`src/rtl/smm_guard_pkg.sv`:
```
package smm_guard_pkg;

    typedef enum logic [1:0] {
        ST_OPEN   = 2'd0,
        ST_PROBED = 2'd1,
        ST_LOCKED = 2'd2
    } guard_state_e;

    typedef struct packed {
        guard_state_e state;
    } guard_regs_t;

    localparam logic [7:0] CMD_PROBE  = 8'hFF;
    localparam logic [7:0] CMD_LOCK   = 8'h02;
    localparam logic [7:0] BLOCK_FILL = 8'hFF;

    function automatic logic [7:0] state_code(input guard_state_e s);
        case (s)
            ST_PROBED: return 8'h01;
            ST_LOCKED: return 8'h02;
            default:   return 8'h00;
        endcase
    endfunction

endpackage

```
`src/rtl/smm_cfg_reg.sv`:
```
module smm_cfg_reg
    import smm_guard_pkg::*;
#(
    parameter logic [7:0] CFG_OFFSET = 8'h9C
) (
    input  logic         clk,
    input  logic         rst_n,
    input  logic         wr_en,
    input  logic         rd_en,
    input  logic [7:0]   addr,
    input  logic [7:0]   wdata,
    output logic [7:0]   rdata,
    output guard_state_e state
);
    guard_regs_t regs_d, regs_q;
    logic        hit;

    assign hit = (addr == CFG_OFFSET);

    always_comb begin
        regs_d = regs_q;
        if (wr_en && hit) begin
            unique case (regs_q.state)
                ST_OPEN:   if (wdata == CMD_PROBE) regs_d.state = ST_PROBED;
                ST_PROBED: if (wdata == CMD_LOCK)  regs_d.state = ST_LOCKED;
                default:   regs_d.state = regs_q.state;
            endcase
        end
    end

    always_ff @(posedge clk or negedge rst_n) begin
        if (!rst_n) regs_q <= '{state: ST_OPEN};
        else        regs_q <= regs_d;
    end

    assign state = regs_q.state;
    assign rdata = (rd_en && hit) ? state_code(regs_q.state) : 8'h00;

endmodule

```
`src/rtl/smm_window_decode.sv`:
```
module smm_window_decode #(
    parameter int unsigned          ADDR_W    = 32,
    parameter logic [ADDR_W-1:0]    WIN_BASE  = 32'h0003_0000,
    parameter logic [ADDR_W-1:0]    WIN_BYTES = 32'h0002_0000
) (
    input  logic [ADDR_W-1:0] addr,
    output logic              in_win
);
    localparam logic [ADDR_W-1:0] WIN_LAST = WIN_BASE + WIN_BYTES - 1'b1;

    assign in_win = (addr >= WIN_BASE) && (addr <= WIN_LAST);

endmodule

```
`src/rtl/smm_access_gate.sv`:
```
module smm_access_gate
    import smm_guard_pkg::*;
(
    input  logic       req,
    input  logic       we,
    input  logic       smm,
    input  logic       in_win,
    input  logic       locked,
    output logic       pass,
    output logic [7:0] fill
);
    logic hidden;

    always_comb begin
        hidden = locked && in_win && !smm;
        pass   = req && !hidden;
        fill   = (req && hidden && !we) ? BLOCK_FILL : 8'h00;
    end

endmodule

```
`src/rtl/smm_window_guard.sv`:
```
module smm_window_guard
    import smm_guard_pkg::*;
#(
    parameter int unsigned       ADDR_W     = 32,
    parameter logic [7:0]        CFG_OFFSET = 8'h9C,
    parameter logic [ADDR_W-1:0] WIN_BASE   = 32'h0003_0000,
    parameter logic [ADDR_W-1:0] WIN_BYTES  = 32'h0002_0000
) (
    input  logic              clk,
    input  logic              rst_n,
    input  logic              cfg_wr_en,
    input  logic              cfg_rd_en,
    input  logic [7:0]        cfg_addr,
    input  logic [7:0]        cfg_wdata,
    output logic [7:0]        cfg_rdata,
    input  logic              mem_req,
    input  logic              mem_we,
    input  logic [ADDR_W-1:0] mem_addr,
    input  logic              mem_smm,
    output logic              mem_pass,
    output logic [7:0]        mem_fill
);
    guard_state_e state_q;
    logic         in_win;

    smm_cfg_reg #(.CFG_OFFSET(CFG_OFFSET)) u_cfg (
        .clk   (clk),
        .rst_n (rst_n),
        .wr_en (cfg_wr_en),
        .rd_en (cfg_rd_en),
        .addr  (cfg_addr),
        .wdata (cfg_wdata),
        .rdata (cfg_rdata),
        .state (state_q)
    );

    smm_window_decode #(
        .ADDR_W    (ADDR_W),
        .WIN_BASE  (WIN_BASE),
        .WIN_BYTES (WIN_BYTES)
    ) u_dec (
        .addr   (mem_addr),
        .in_win (in_win)
    );

    smm_access_gate u_gate (
        .req    (mem_req),
        .we     (mem_we),
        .smm    (mem_smm),
        .in_win (in_win),
        .locked (state_q == ST_LOCKED),
        .pass   (mem_pass),
        .fill   (mem_fill)
    );

endmodule

```
`config.mk`:
```
export PLATFORM = sky130hd
export DESIGN_NAME = smm_window_guard
export DESIGN_NICKNAME = d
export VERILOG_FILES = /design/src/rtl/smm_guard_pkg.sv /design/src/rtl/smm_cfg_reg.sv /design/src/rtl/smm_window_decode.sv /design/src/rtl/smm_access_gate.sv /design/src/rtl/smm_window_guard.sv
export SDC_FILE = /design/constraint.sdc
export NUM_CORES = 1
export LEC_CHECK = 0
export CAP_MARGIN = 20
export CORE_MARGIN = 1.5
export CORE_UTILIZATION = 21
export DETAILED_ROUTE_END_ITERATION = 7
export PLACE_DENSITY = 0.94
export SLEW_MARGIN = 20
export SYNTH_ARGS = -nofsm -noshare
export SYNTH_HDL_FRONTEND = slang
export SYNTH_SLANG_ARGS = --single-unit
```
`constraint.sdc`:
```
create_clock -name clk -period 6 [get_ports clk]
set_input_delay 1.8 -clock clk [delete_from_list [all_inputs] [get_ports clk]]
set_output_delay 1.8 -clock clk [all_outputs]
set_load 0.02 [all_outputs]
```
==> summary.md, run 1 <==
| Metric | Value |
|---|---|
| Register clock-pin slew on the reported worst setup and hold paths | 0.03 ns |
| Final core utilization | 0.495 |
| Gr ovfl total | 0 |
| Slew @ Worst Pin | 0.591 ns |
| Post-cts sizing count | 0 |
| Number of cells after detailed placement | 110 |
| Hold Crit Start | u_cfg.state[1] |
| DRT iter0 DRCs | 4 |
| Reg2Reg Depth | 3 |
| Status | finished clean |
| Clock Skew | 0.000821 ns |
| Setup TNS | 0 ns |
| Placed Area | 823 um^2 |
| RR Startpoint | u_cfg.state[1] |
| WL final | 1.19 mm |
| Post-CTS Hold Buffers | 0 |
| Via density | 4.35 |
| Psw | 0.0000179 W |
| Die area | 2080 um^2 |
| Inserted Diodes | 0 |
| Detailed Place HPWL | 1.04 mm |
| First-pass GRT wire length | 1.62 mm |
| Worst setup path class | input port to output port |
| IO Port Bufs | 49 |
| Final Hold Fails | 0 |
| CP max-delay cell | clkdlybuf4s50_1 |
| Die Y | 45.6 um |
| Pwr/cell area | 92.1 nW/um^2 |
| Post-CTS Setup Repair Bufs | 0 |
| Worst r2r dst | u_cfg.state[0] |
| Pleak | 0.325 nW |
| Hold WS | 0.625 ns |
| Avg Inst Size Synth | 8.64 um^2 |
| Final setup violating endpoints | 0 |
| Die X | 45.6 um |
| Clk_lat worst skew | 0.22 ns |
| Post-Syn Instances | 44 |
| DRC | 0 |
| Initial DRT Pass Iterations | 4 |
| Final-stage net count | 145 |
| Switching Share | 0.229 |
| Reg-to-reg slack, setup | 4.60 ns |
| Peak Freq | 173 MHz |
| H-tree levels | 1 |
| Initial Utilization | 0.223 |
| Top-area cell type share of the netlist area | 0.257 |
| Critical Path AT | 3.99 ns |
| GPL Wtd Cong | 0.606 |
| Crit path max fanout | 8 |
| Clock Path Buffers | 2 |
| TritonCTS Sinks | 2 |
| Max-Cap Viols | 0 |
| Slew HR | 0.605 |
| CP max stage delay | 0.72 ns |
| Worst hold path type | flop to flop |
| Wire length per cell | 10.5 um |
| Hold EP | u_cfg.state[1] |
| Yosys cell types | 23 |
| CTS Root Cell | clkbuf_4 |
| Logic pwr share | 0.440 |
| DRT antenna net count | 0 |
| GR Util All Layers | 0.114 |
| VDD IR max | 0.0000514 V |
| Post-route cell area | 846 um^2 |
| Largest net degree at the start of global routing | 9 |
| Final period utilization | 0.964 |
| Crit-path cells | clkdlybuf4s50_1 -> nor4_1 -> nand4_1 -> nor4b_2 -> clkdlybuf4s50_1 |
| Vias in the first global route | 446 |
| Reg power frac | 0.175 |
| Max-slew violations | 0 |
| Setup crit end kind | output port |
| Initial antenna violation count | 0 |
| Hold depth | 1 |
| Synth top area cells | buf_4 26%, dfrtp_1 13%, nor4_1 6.6% |
| CP top delay family | buffers and inverters |
| Layout cells sized above 1 | 0.102 |
| Register area share after synthesis | 0.132 |
| #FFs+latches synth | 2 |
| Core area | 1710 um^2 |
| Startpoint Class | input port |
| Ports | 72 |
| Non-filler instance count after layout | 113 |
| WP buf/inv | 2 |
| Critical path's most frequent cell | clkdlybuf4s50_1 |
| Synthesized area | 380 um^2 |
| Max FFs per register | 2 |
| Synthesis Warnings | 0 |
| RSZ-0062 raised after global routing | no |
| Area Growth Syn to Fin | 122% |
| Critical Path RT | 4.20 ns |
| Tmin final | 5.79 ns |
| Clock power share | 0.386 |
| CTS tree | done |
| Pint | 0.0000600 W |
| FP Rows | 15 |
| Post-synth top area cell | buf_4 |
| Total vias in the final route | 492 |
| TritonCTS Buffers | 3 |
worst max path at each step:
| stage | endpoint | slack [ns] | from | cells after the start |
|---|---|---|---|---|
| floorplan | mem_fill[1] | 0.96 | mem_addr[28] | 4 |
| global placement | mem_fill[7] | 0.28 | mem_addr[29] | 5 |
| global route | mem_fill[6] | 0.07 | mem_addr[29] | 5 |
| detailed placement | mem_fill[6] | 0.16 | mem_addr[29] | 5 |
| CTS | mem_fill[6] | 0.15 | mem_addr[29] | 5 |
| finish | mem_fill[6] | 0.21 | mem_addr[29] | 5 |
cells by family after synthesis:
group / after synthesis / synth area share
buffers and inverters: 14 / 0.266
multiplexers: 1 / 0.0395
AND/OR/NAND/NOR: 22 / 0.480
AO/OA/AOI/OAI: 4 / 0.0724
flip-flops: 2 / 0.132
other: 1 / 0.00986
power by group through the flow:
| stage | Sequential [W] | Clock [W] | Combinational, W |
|---|---|---|---|
| 6_report | 0.0000136 | 0.0000300 | 0.0000342 |
| 5_1_grt | 0.0000136 | 0.0000340 | 0.0000364 |
| 3_5_place_dp | 0.0000137 | 0 | 0.0000344 |
| 2_1_floorplan | 0.0000137 | 0 | 0.0000103 |
| 4_1_cts | 0.0000136 | 0.0000324 | 0.0000344 |
| 3_3_place_gp | 0.0000137 | 0 | 0.0000336 |
final cells by class:
type	instances	area [um^2]
fillers	157	862
clock buffers	3	22.5
repair buffers	49	490
well taps	25	31.3
flip-flops and latches	2	50.0
multi-input cells	33	248
inverters	1	3.75
synth_stat cells (all sizes together):
library cell	instances
o21a	1
nor4b	4
and2b	1
a21oi	2
mux2	1
nand2	1
and4bb	1
nor4	4
or2	1
nand4	2
nand3	1
buf	13
and4	2
a41o	1
dfrtp	2
conb	1
nor2	3
nor3b	2
inv	1
per-stage QoR:
| stage | setup slack (ns) | total power [W] |
|---|---|---|
| after floorplan | 0.956 | 0.0000240 |
| after global placement | 0.284 | 0.0000473 |
| after CTS | 0.155 | 0.0000805 |
| final | 0.215 | 0.0000779 |
| after detailed placement | 0.160 | 0.0000481 |
| after global routing | 0.0653 | 0.0000840 |
per-layer routing:
layer / global-route usage / vias to the layer above / wire, um
met3: 0.0754 / 0 / 257
met5: 0 / - / 0
met2: 0.211 / 47 / 530
met1: 0.0881 / 205 / 402
met4: 0.0529 / 0 / 0
li1: - / 240 / -
cells in the final DEF, fill, tap and decap left out:
cell type         n
nor2_2            1
conb_1            6
nor4b_2           1
and4bb_1          1
nor2_1            2
inv_1             1
a41o_1            1
mux2_4            1
or2_1             1
dfrtp_1           2
nand4_2           1
nand4_1           1
and4_1            2
nor4b_1           2
o21a_1            1
a21oi_1           2
nand2_1           1
and2b_2           1
clkdlybuf4s50_1  49
nor4b_4           1
nand3_1           1
clkbuf_4          3
nor3b_1           2
nor4_1            4
No activity file was read; power rests on OpenSTA's default activity.
==> run 2, diff against run 1 <==
==> constraint.sdc (replaced) <==
create_clock -name clk -period 7.2 [get_ports clk]
set_input_delay 2.16 -clock clk [delete_from_list [all_inputs] [get_ports clk]]
set_output_delay 2.16 -clock clk [all_outputs]
set_load 0.02 [all_outputs]
==> run 2 against run 1 <==
Against the previous run: sequential cell count did not move; die area is the same; largest cell class unchanged; worst hold slack worse by 0.0068 ns; clock power fell by 17%; critical path depth did not move; critical endpoint is now mem_fill[2]; register-to-register slack better by 1.1 ns; via count is 1.0% higher; highest routed layer is now met4; non-clock buffer count unchanged.
==> summary.md, run 2 (synthesis gave the netlist of run 1 again) <==
| Metric | Value |
|---|---|
| Startpoint Class | input port |
| CTS Root Cell | clkbuf_4 |
| RSZ-0062 raised after global routing | no |
| Most frequent cells in the layout | 49 x clkdlybuf4s50_1, 6 x conb_1, 4 x nor4_1 |
| WL final | 1.23 mm |
| DRT iter0 DRCs | 2 |
| Inserted Diodes | 0 |
| Commonest non-fill, non-tap cell in the layout | clkdlybuf4s50_1 |
| Pwr/cell area | 76.8 nW/um^2 |
| Slew HR | 0.604 |
| Worst hold path type | flop to flop |
| Layout cells sized above 1 | 0.102 |
| Die Y | 45.6 um |
| Slew @ Worst Pin | 0.592 ns |
| TritonCTS Buffers | 3 |
| Switching Share | 0.230 |
| Post-cts sizing count | 0 |
| IO Port Bufs | 49 |
| Post-CTS Hold Buffers | 0 |
| Max-Cap Viols | 0 |
| Crit-path cells | clkdlybuf4s50_1 -> nor4_1 -> nand4_1 -> nor4b_2 -> clkdlybuf4s50_1 |
| Peak Freq | 153 MHz |
| H-tree levels | 1 |
| Clock Path Buffers | 2 |
| Clock Skew | 0.00234 ns |
| Largest net degree at the start of global routing | 9 |
| Status | finished clean |
| Clock power share | 0.384 |
| Max-slew violations | 0 |
| Reg power frac | 0.175 |
| Final period utilization | 0.905 |
| Initial Utilization | 0.223 |
| Area Growth Syn to Fin | 122% |
| TritonCTS Sinks | 2 |
| Reg-to-reg slack, setup | 5.72 ns |
| Post-CTS Setup Repair Bufs | 0 |
| Final Hold Fails | 0 |
| FP Rows | 15 |
| Core area | 1710 um^2 |
| Pleak | 0.325 nW |
| Worst setup path class | input port to output port |
| Critical Path RT | 5.04 ns |
| Max FFs per register | 2 |
| Psw | 0.0000149 W |
| CP max-delay cell | clkdlybuf4s50_1 |
| Total vias in the final route | 497 |
| Post-route cell area | 846 um^2 |
| GPL Wtd Cong | 0.607 |
| Wire length per cell | 10.8 um |
| Final core utilization | 0.495 |
| Via density | 4.40 |
| Crit path max fanout | 8 |
| VDD IR max | 0.0000519 V |
| Critical Path AT | 4.36 ns |
| Final-stage net count | 145 |
| CP max stage delay | 0.72 ns |
| DRT antenna net count | 0 |
| Initial DRT Pass Iterations | 2 |
| Gr ovfl total | 0 |
| Pint | 0.0000500 W |
| Setup TNS | 0 ns |
| Detailed Place HPWL | 1.03 mm |
| Clk_lat worst skew | 0.22 ns |
| Tmin final | 6.52 ns |
| CTS tree | done |
| Vias in the first global route | 474 |
| First-pass GRT wire length | 1.79 mm |
| Logic pwr share | 0.442 |
| Placed Area | 823 um^2 |
| Die X | 45.6 um |
| Critical path's most frequent cell | clkdlybuf4s50_1 |
| Register clock-pin slew on the reported worst setup and hold paths | 0.03 ns |
| DRC | 0 |
| Die area | 2080 um^2 |
| Setup crit end kind | output port |
| Final setup violating endpoints | 0 |
| Initial antenna violation count | 0 |
| GR Util All Layers | 0.122 |
| Ports | 72 |
run 2: final cells by class:
class,instances,area [um^2]
Clock buffer,3,22.5
Tap cell,25,31.3
Sequential cell,2,50.0
Multi-Input combinational cell,33,248
Timing Repair Buffer,49,490
Inverter,1,3.75
Fill cell,156,862
run 2: worst paths after layout:
check,cells after the start,startpoint,to
min in group asynchronous,1,rst_n,u_cfg.state[1]
min,1,u_cfg.state[0],u_cfg.state[0]
max in group asynchronous,1,rst_n,u_cfg.state[0]
min reg2reg,1,u_cfg.state[0],u_cfg.state[0]
max reg2reg,3,u_cfg.state[1],u_cfg.state[0]
max,5,mem_addr[29],mem_fill[2]
run 2: routing by layer:
metal  GRT usage  part of all wire
met5           0                 0
met4      0.0529            0.0049
met3      0.0794              0.20
met2       0.225              0.46
met1      0.0976              0.34
run 2: power by group through the flow:
stage	Clock, W	Sequential (W)	Combinational (W)
after global routing	0.0000283	0.0000113	0.0000306
after global placement	0	0.0000115	0.0000280
after floorplan	0	0.0000115	0.00000857
after CTS	0.0000264	0.0000113	0.0000288
after detailed placement	0	0.0000115	0.0000286
final	0.0000249	0.0000113	0.0000287
run 2: metrics by stage:
stage | total power (W) | worst slack [ns] | instances | hold WS, ns
after floorplan | 0.0000200 | 1.44 | 49 | 0.556
after global placement | 0.0000395 | 0.764 | 110 | 0.601
after detailed placement | 0.0000401 | 0.633 | 110 | 0.608
after CTS | 0.0000665 | 0.628 | 113 | 0.621
after global routing | 0.0000703 | 0.547 | 113 | 0.664
final | 0.0000649 | 0.681 | 113 | 0.618
run 2: worst max-delay path, delay by kind of cell:
kind	cells	cell delay, ns
buf+inv	2	1.12
simple gates	3	1.08
